<file path="config.mk">
export PLATFORM = sky130hd
export DESIGN_NAME = vec_unpack_widen
export DESIGN_NICKNAME = d
export VERILOG_FILES = /design/src/rtl/vuw_pkg.sv /design/src/rtl/vuw_widen.sv /design/src/rtl/vuw_pick.sv /design/src/rtl/vuw_outreg.sv /design/src/rtl/vec_unpack_widen.sv
export SDC_FILE = /design/constraint.sdc
export NUM_CORES = 1
export LEC_CHECK = 0
export ABC_AREA = 1
export BUFFER_PORTS_ARGS = -buffer_cell sky130_fd_sc_hd__buf_2
export CORE_AREA = 2 2 200 202
export CTS_CLUSTER_SIZE = 12
export DETAILED_ROUTE_END_ITERATION = 8
export DIE_AREA = 0 0 202 204
export PLACE_DENSITY = 0.6
export SETUP_SLACK_MARGIN = 0.3
export SYNTH_ARGS = -nofsm -noshare
export SYNTH_HDL_FRONTEND = slang
export SYNTH_SLANG_ARGS = --single-unit
</file>
<file path="constraint.sdc">
create_clock -name clk -period 2.9 [get_ports clk]
set_input_delay 0.58 -clock clk [delete_from_list [all_inputs] [get_ports clk]]
set_output_delay 0.58 -clock clk [all_outputs]
set_load 0.03 [all_outputs]
</file>
<file path="src/rtl/vuw_pkg.sv">
package vuw_pkg;

    typedef enum logic [1:0] {
        SZ_BAD = 2'b00,
        SZ_H16 = 2'b01,
        SZ_W32 = 2'b10,
        SZ_D64 = 2'b11
    } size_e;

    typedef enum logic {
        ST_EMPTY = 1'b0,
        ST_FULL  = 1'b1
    } out_st_e;

    localparam int unsigned NUM_WIDTHS = 3;

endpackage

</file>
<file path="src/rtl/vuw_widen.sv">
module vuw_widen #(
    parameter int unsigned VL = 256,
    parameter int unsigned DW = 16
) (
    input  logic [VL-1:0] src,
    input  logic          hi_sel,
    input  logic          is_signed,
    output logic [VL-1:0] wide
);
    localparam int unsigned SW = DW / 2;
    localparam int unsigned NE = VL / DW;
    localparam int unsigned HB = VL / 2;

    logic [HB-1:0] half;

    assign half = hi_sel ? src[VL-1:HB] : src[HB-1:0];

    for (genvar e = 0; e < NE; e++) begin : g_elem
        logic [SW-1:0] piece;
        logic          fill;
        assign piece = half[e*SW +: SW];
        assign fill  = is_signed & piece[SW-1];
        assign wide[e*DW +: DW] = {{SW{fill}}, piece};
    end

endmodule

</file>
<file path="src/rtl/vuw_pick.sv">
module vuw_pick
    import vuw_pkg::*;
#(
    parameter int unsigned VL = 256
) (
    input  logic [NUM_WIDTHS-1:0][VL-1:0] cand,
    input  logic [1:0]                    size_code,
    output logic [VL-1:0]                 picked,
    output logic                          bad
);
    size_e code;

    assign code = size_e'(size_code);

    always_comb begin
        picked = '0;
        bad    = 1'b0;
        unique case (code)
            SZ_H16: picked = cand[0];
            SZ_W32: picked = cand[1];
            SZ_D64: picked = cand[2];
            SZ_BAD: bad    = 1'b1;
            default: bad   = 1'b1;
        endcase
    end

endmodule

</file>
<file path="src/rtl/vuw_outreg.sv">
module vuw_outreg
    import vuw_pkg::*;
#(
    parameter int unsigned VL = 256
) (
    input  logic          clk,
    input  logic          rst,
    input  logic          valid_in,
    input  logic [VL-1:0] next_res,
    input  logic          next_bad,
    output logic          valid_out,
    output logic [VL-1:0] result,
    output logic          illegal_size
);
    out_st_e state, state_nx;

    always_comb begin
        state_nx = state;
        unique case (state)
            ST_EMPTY: state_nx = valid_in ? ST_FULL : ST_EMPTY;
            ST_FULL:  state_nx = valid_in ? ST_FULL : ST_EMPTY;
            default:  state_nx = ST_EMPTY;
        endcase
    end

    always_ff @(posedge clk) begin
        if (rst) state <= ST_EMPTY;
        else     state <= state_nx;
    end

    always_ff @(posedge clk) begin
        if (rst) begin
            result       <= '0;
            illegal_size <= 1'b0;
        end else if (valid_in) begin
            result       <= next_res;
            illegal_size <= next_bad;
        end
    end

    assign valid_out = (state == ST_FULL);

endmodule

</file>
<file path="src/rtl/vec_unpack_widen.sv">
module vec_unpack_widen
    import vuw_pkg::*;
#(
    parameter int unsigned VL = 256
) (
    input  logic          clk,
    input  logic          rst,
    input  logic          valid_in,
    input  logic [VL-1:0] src,
    input  logic          hi_sel,
    input  logic          is_signed,
    input  logic [1:0]    size_code,
    output logic          valid_out,
    output logic [VL-1:0] result,
    output logic          illegal_size
);
    if (VL % 64 != 0 || VL == 0) begin : g_bad_vl
        $error("VL must be a nonzero multiple of 64");
    end

    logic [NUM_WIDTHS-1:0][VL-1:0] cand;
    logic [VL-1:0]                 picked;
    logic                          bad;

    for (genvar g = 0; g < NUM_WIDTHS; g++) begin : g_width
        vuw_widen #(.VL(VL), .DW(16 << g)) u_widen (
            .src       (src),
            .hi_sel    (hi_sel),
            .is_signed (is_signed),
            .wide      (cand[g])
        );
    end

    vuw_pick #(.VL(VL)) u_pick (
        .cand      (cand),
        .size_code (size_code),
        .picked    (picked),
        .bad       (bad)
    );

    vuw_outreg #(.VL(VL)) u_out (
        .clk          (clk),
        .rst          (rst),
        .valid_in     (valid_in),
        .next_res     (picked),
        .next_bad     (bad),
        .valid_out    (valid_out),
        .result       (result),
        .illegal_size (illegal_size)
    );

endmodule

</file>
[Word level (Yosys, flattened, before mapping)]
Index checks and enable logic that the tools add are counted.
Operators by class
  bitwise gates (word level): 16
  reductions and logical operators: 1
  eq/ne operators: 3
  muxes and demuxes: 4
Operators by type and width (number)
  one-hot mux 256 bit (3 select lines): 1
  2-to-1 mux 128 bit: 1
  bitwise AND 1 bit: 16
  == test 2 bit (second input constant): 2
  == test 2 x 1 -> 1 bit (second input constant): 1
  logical NOT 2 bit: 1
  2-to-1 mux 1 bit: 2
Word-level totals
  bits of input ports: 263
  output and inout port bits: 258
  register bits after elaboration: 258

[Logic depth before layout (Yosys ltp)]
  word-level depth: 3
  gate-level depth with buffers: 10
  gate-level depth less buffers: 7

[By module]
From an unflattened synthesis, not the netlist that was laid out.
Second synthesis, totals
  cells, all modules: 4567
  area, all modules: 25179.1 sq um
Modules (own cells, without submodules)
  vuw_outreg: instances 1, cells an instance 1631, area an instance 10487.6 sq um
  vuw_pick: instances 1, cells an instance 1197, area an instance 6266.0 sq um
  vuw_widen (g_width[1].u_widen): instances 1, cells an instance 574, area an instance 2841.5 sq um
  vuw_widen (g_width[0].u_widen): instances 1, cells an instance 607, area an instance 2802.7 sq um
  vuw_widen (g_width[2].u_widen): instances 1, cells an instance 558, area an instance 2781.4 sq um

[Worst setup path before layout]
OpenSTA, ideal clock, no wires.
  path kind: input to register
  start: input port is_signed
  end: register u_out.result[200]
  path slack: 1.436 ns
  arrival: 1.394 ns
  cell stages on the path: 7
  path buffers: 1
  data required time: 2.830 ns
  cell sequence: buf_6 -> inv_1 -> nor2_8 -> nand2_1 -> nand2_1 -> nand2_1 -> a21oi_1
Between the ends
  cells in the longest elaborated chain, start to end: 2
Ends and longest elaborated chain
  start, declared: line vec_unpack_widen.sv:11  | input logic is_signed,
  bitwise AND 1 bit: line vuw_widen.sv:22  | assign fill = is_signed & piece[SW-1];
  one-hot mux 256 bit (3 select lines): line vuw_pick.sv:18  | unique case (code)
  end signal, assigned: line vuw_outreg.sv:36  | result <= next_res;
  end, declared: line vuw_outreg.sv:12  | output logic [VL-1:0] result,
Every way passes these cells.
A chain may end at the register's enable or synchronous reset.

==> results.yml <==
run_status:
  run_status: "completed"
clocking:
  clock_tree_sinks: 230
  ctsLongestPathBuffers: 3
  tritoncts_clock_tree: "built"
  postCtsSetupBuffers: 0
  clockRootBuffer: "clkbuf_16"
  cts-buffers-inserted: 28
  clk-insertion-delay-late_ps: 560
  clkTransAtPathRegs_ps: 60
  ctsHoldBuffers: 0
  cts_max_level: 1
  post_cts_resized: 0
floorplanning:
  die_x_um: 202
  boundaryPins: 521
  placementRows: 73
  die_h_um: 204
  floorplan.initialDensity_pct: 30.1
  floorplan.die_area_mm2: 0.0412
  placeableCoreArea_mm2: 0.0392
pwr:
  internal_power_w: 0.00604
  combinationalPowerShare_pct: 20.0
  power.switching_fraction_pct: 31.3
  power.switching_w: 0.00276
  clockPowerShare_pct: 41.3
  p_seq_share_pct: 38.7
  leakagePower_nw: 8.15
  worst_ir_drop_vdd_uv: 428
  power_per_cell_area_mw_per_mm2: 574
flow_run:
  max_cap_viol_count: 0
finish:
  post_route_cells_drive_above_1_share_pct: 27.0
  areaGrowthSynthToFinish_pct: 29.7
  antennaDiodeCount: 0
  post-route-util_pct: 39.1
  layout.nets: 2550
  filler_cell_count: 4275
  final_cells: 2832
  final_cell_mix: "1108 x nand2_1, 517 x buf_2, 242 x a21oi_1"
  layout_commonest_cell: "nand2_1"
worst_setup_path:
  critical-path-max-stage-delay_ps: 480
  critPathKind: "reg -> out"
  critical_path.startpoint_type: "flip-flop"
  crit_required_ps: 2320
  arr_time_crit_path_ps: 1300
  worstPathCellList: "buf_2"
  critPathMaxFanout: 9
  critPathBufInv: 1
  crit_path_top_delay_cell: "dfxtp_1"
  setup.worst_path.end_class: "primary output"
  critical-path-top-delay-family: "flip-flops"
placement:
  place_inst: 2782
  globalplace.congestion: 0.926
  dp_hpwl_um: 37000
  port_buffers: 520
timing:
  post-route-period-util_pct: 64.8
  timing_worst_slew_pin_value_ps: 971
  min_cycle_time_layout_ps: 1880
  max_slew_margin_pct: 35.3
  totalNegativeSetupSlack_ps: 0
  fin_skew_ps: 0
  hold_viol: 0
  fmax_ghz: 0.533
  setup-violations-final: 0
  report.final.slew_viol_count: 0
  rsz0062_at_grt: "no"
detailed_routing:
  route.detailed.wl_per_inst_um: 17.9
  detailedRoute.firstPassIterationCount: 5
  via_per_inst: 4.80
  totalWireLength_um: 50600
  drc: 0
  antenna_violating_nets_post_route: 0
  total_number_of_vias: 13600
  detailedRoute.firstIterationViolations: 1018
global_route:
  grt_first_pass_wirelength_um: 75500
  via_count_of_the_first_global_routing_pass: 12800
  track_usage_pct: 23.6
  globalRoute.totalOverflow: 0
  grt_start_max_net_pins: 194
  grt_antenna_before_repair: 0
synthesis:
  synth-warning-count: 0
  leading_post_synthesis_cells_by_cell_area: "dfxtp_1 39%, nand2_1 35%, a21oi_1 10%"
  sequential_cell_area_fraction_in_the_yosys_report_pct: 39.0
  simple_gate_area_share_of_the_yosys_netlist_pct: 40.8
  synthDominantAreaCellType: "dfxtp_1"
  post_synth_xor_area_fraction_pct: 0
  combinational_family_with_the_most_area_after_synthesis: "simple AND/OR/NAND/NOR gates"
  area_share_of_the_leading_cell_type_in_the_synthesized_netlist_pct: 39.0
  syn_area_per_cell_um2: 6.30
  netlist_area_mm2: 0.0118
  synth_fa_ha_area_share_pct: 0
  synth_nets: 2139
  netlist_instances: 1876
  compound_gate_fraction_of_synth_area_pct: 11.7
  synth.distinct_cells: 24
  synth-seq-cells: 230
  post_synth_mux_area_share_pct: 0
hold_path:
  worst_hold_path_type: "in -> reg"
worst paths after layout:
path                            end  cells past startpoint  slack [ps]               from
setup / recovery        result[120]                      1        1020  u_out.result[127]
hold / removal    u_out.result[134]                      5         370            src[70]
setup reg to reg   u_out.result[63]                      2        2100   u_out.result[63]
hold reg to reg   u_out.result[106]                      2         460  u_out.result[106]
Yosys cell counts:
cell         n
buf_8        1
a21oi_4      1
nand3_4      5
clkinv_2     1
o21ai_0     21
nor2_1       2
nor2_8       1
buf_6       18
buf_2       34
nand2_2     10
clkbuf_1    54
buf_4       50
nand2_1   1108
nand3_1     72
inv_2        5
dfxtp_1    230
a21oi_1    242
buf_1        2
nor2_4       1
a21oi_2      6
nand2_8      1
nand2_4      5
nand3_2      3
inv_1        3
through the flow:
step / power, W / instance area (um^2) / setup slack [ps] / hold WS [ps]
floorplan: 0.00460 / 11800 / 1440 / 591
global placement: 0.00523 / 14400 / 708 / 449
detailed placement: 0.00524 / 14400 / 587 / 452
CTS: 0.00889 / 15300 / 979 / 350
global route: 0.00919 / 15300 / 911 / 376
finish: 0.00880 / 15300 / 1020 / 373
final cells by class:
class                           instances  area [um^2]  share of cell area [%]
Clock inverter                          8          103                   0.670
Timing Repair Buffer                  540         2860                    18.6
Clock buffer                           42          855                    5.58
Tap cell                              525          657                    4.29
Sequential cell                       230         4600                    30.1
Multi-Input combinational cell       1478         6200                    40.5
Inverter                                9         45.0                   0.294
flip-flops by register name (all words and copies together) (netlist names):
name                flops
u_out.illegal_size      1
u_out.result          228
u_out.valid_out         1
per-layer routing:
metal | vias up | track usage (%) | share of wire, %
li1 | 6702 | - | -
met1 | 6210 | 30.4 | 42
met2 | 597 | 39.7 | 46
met3 | 98 | 3.79 | 7.4
met4 | 0 | 9.09 | 3.8
met5 | - | 0 | 0
power by group through the flow:
stage,sequential [W],combinational (W),clock [W]
finish,0.00340,0.00176,0.00363
global route,0.00342,0.00192,0.00384
CTS,0.00340,0.00177,0.00371
detailed placement,0.00347,0.00177,0
global placement,0.00347,0.00176,0
floorplan,0.00377,0.000828,0
cells by family after synthesis:
logic type | after synthesis
and+or+nand+nor | 1208
AOI/OAI and AO/OA | 270
DFF | 230
buffers and inverters | 168
(Power assumes the default switching activity.)
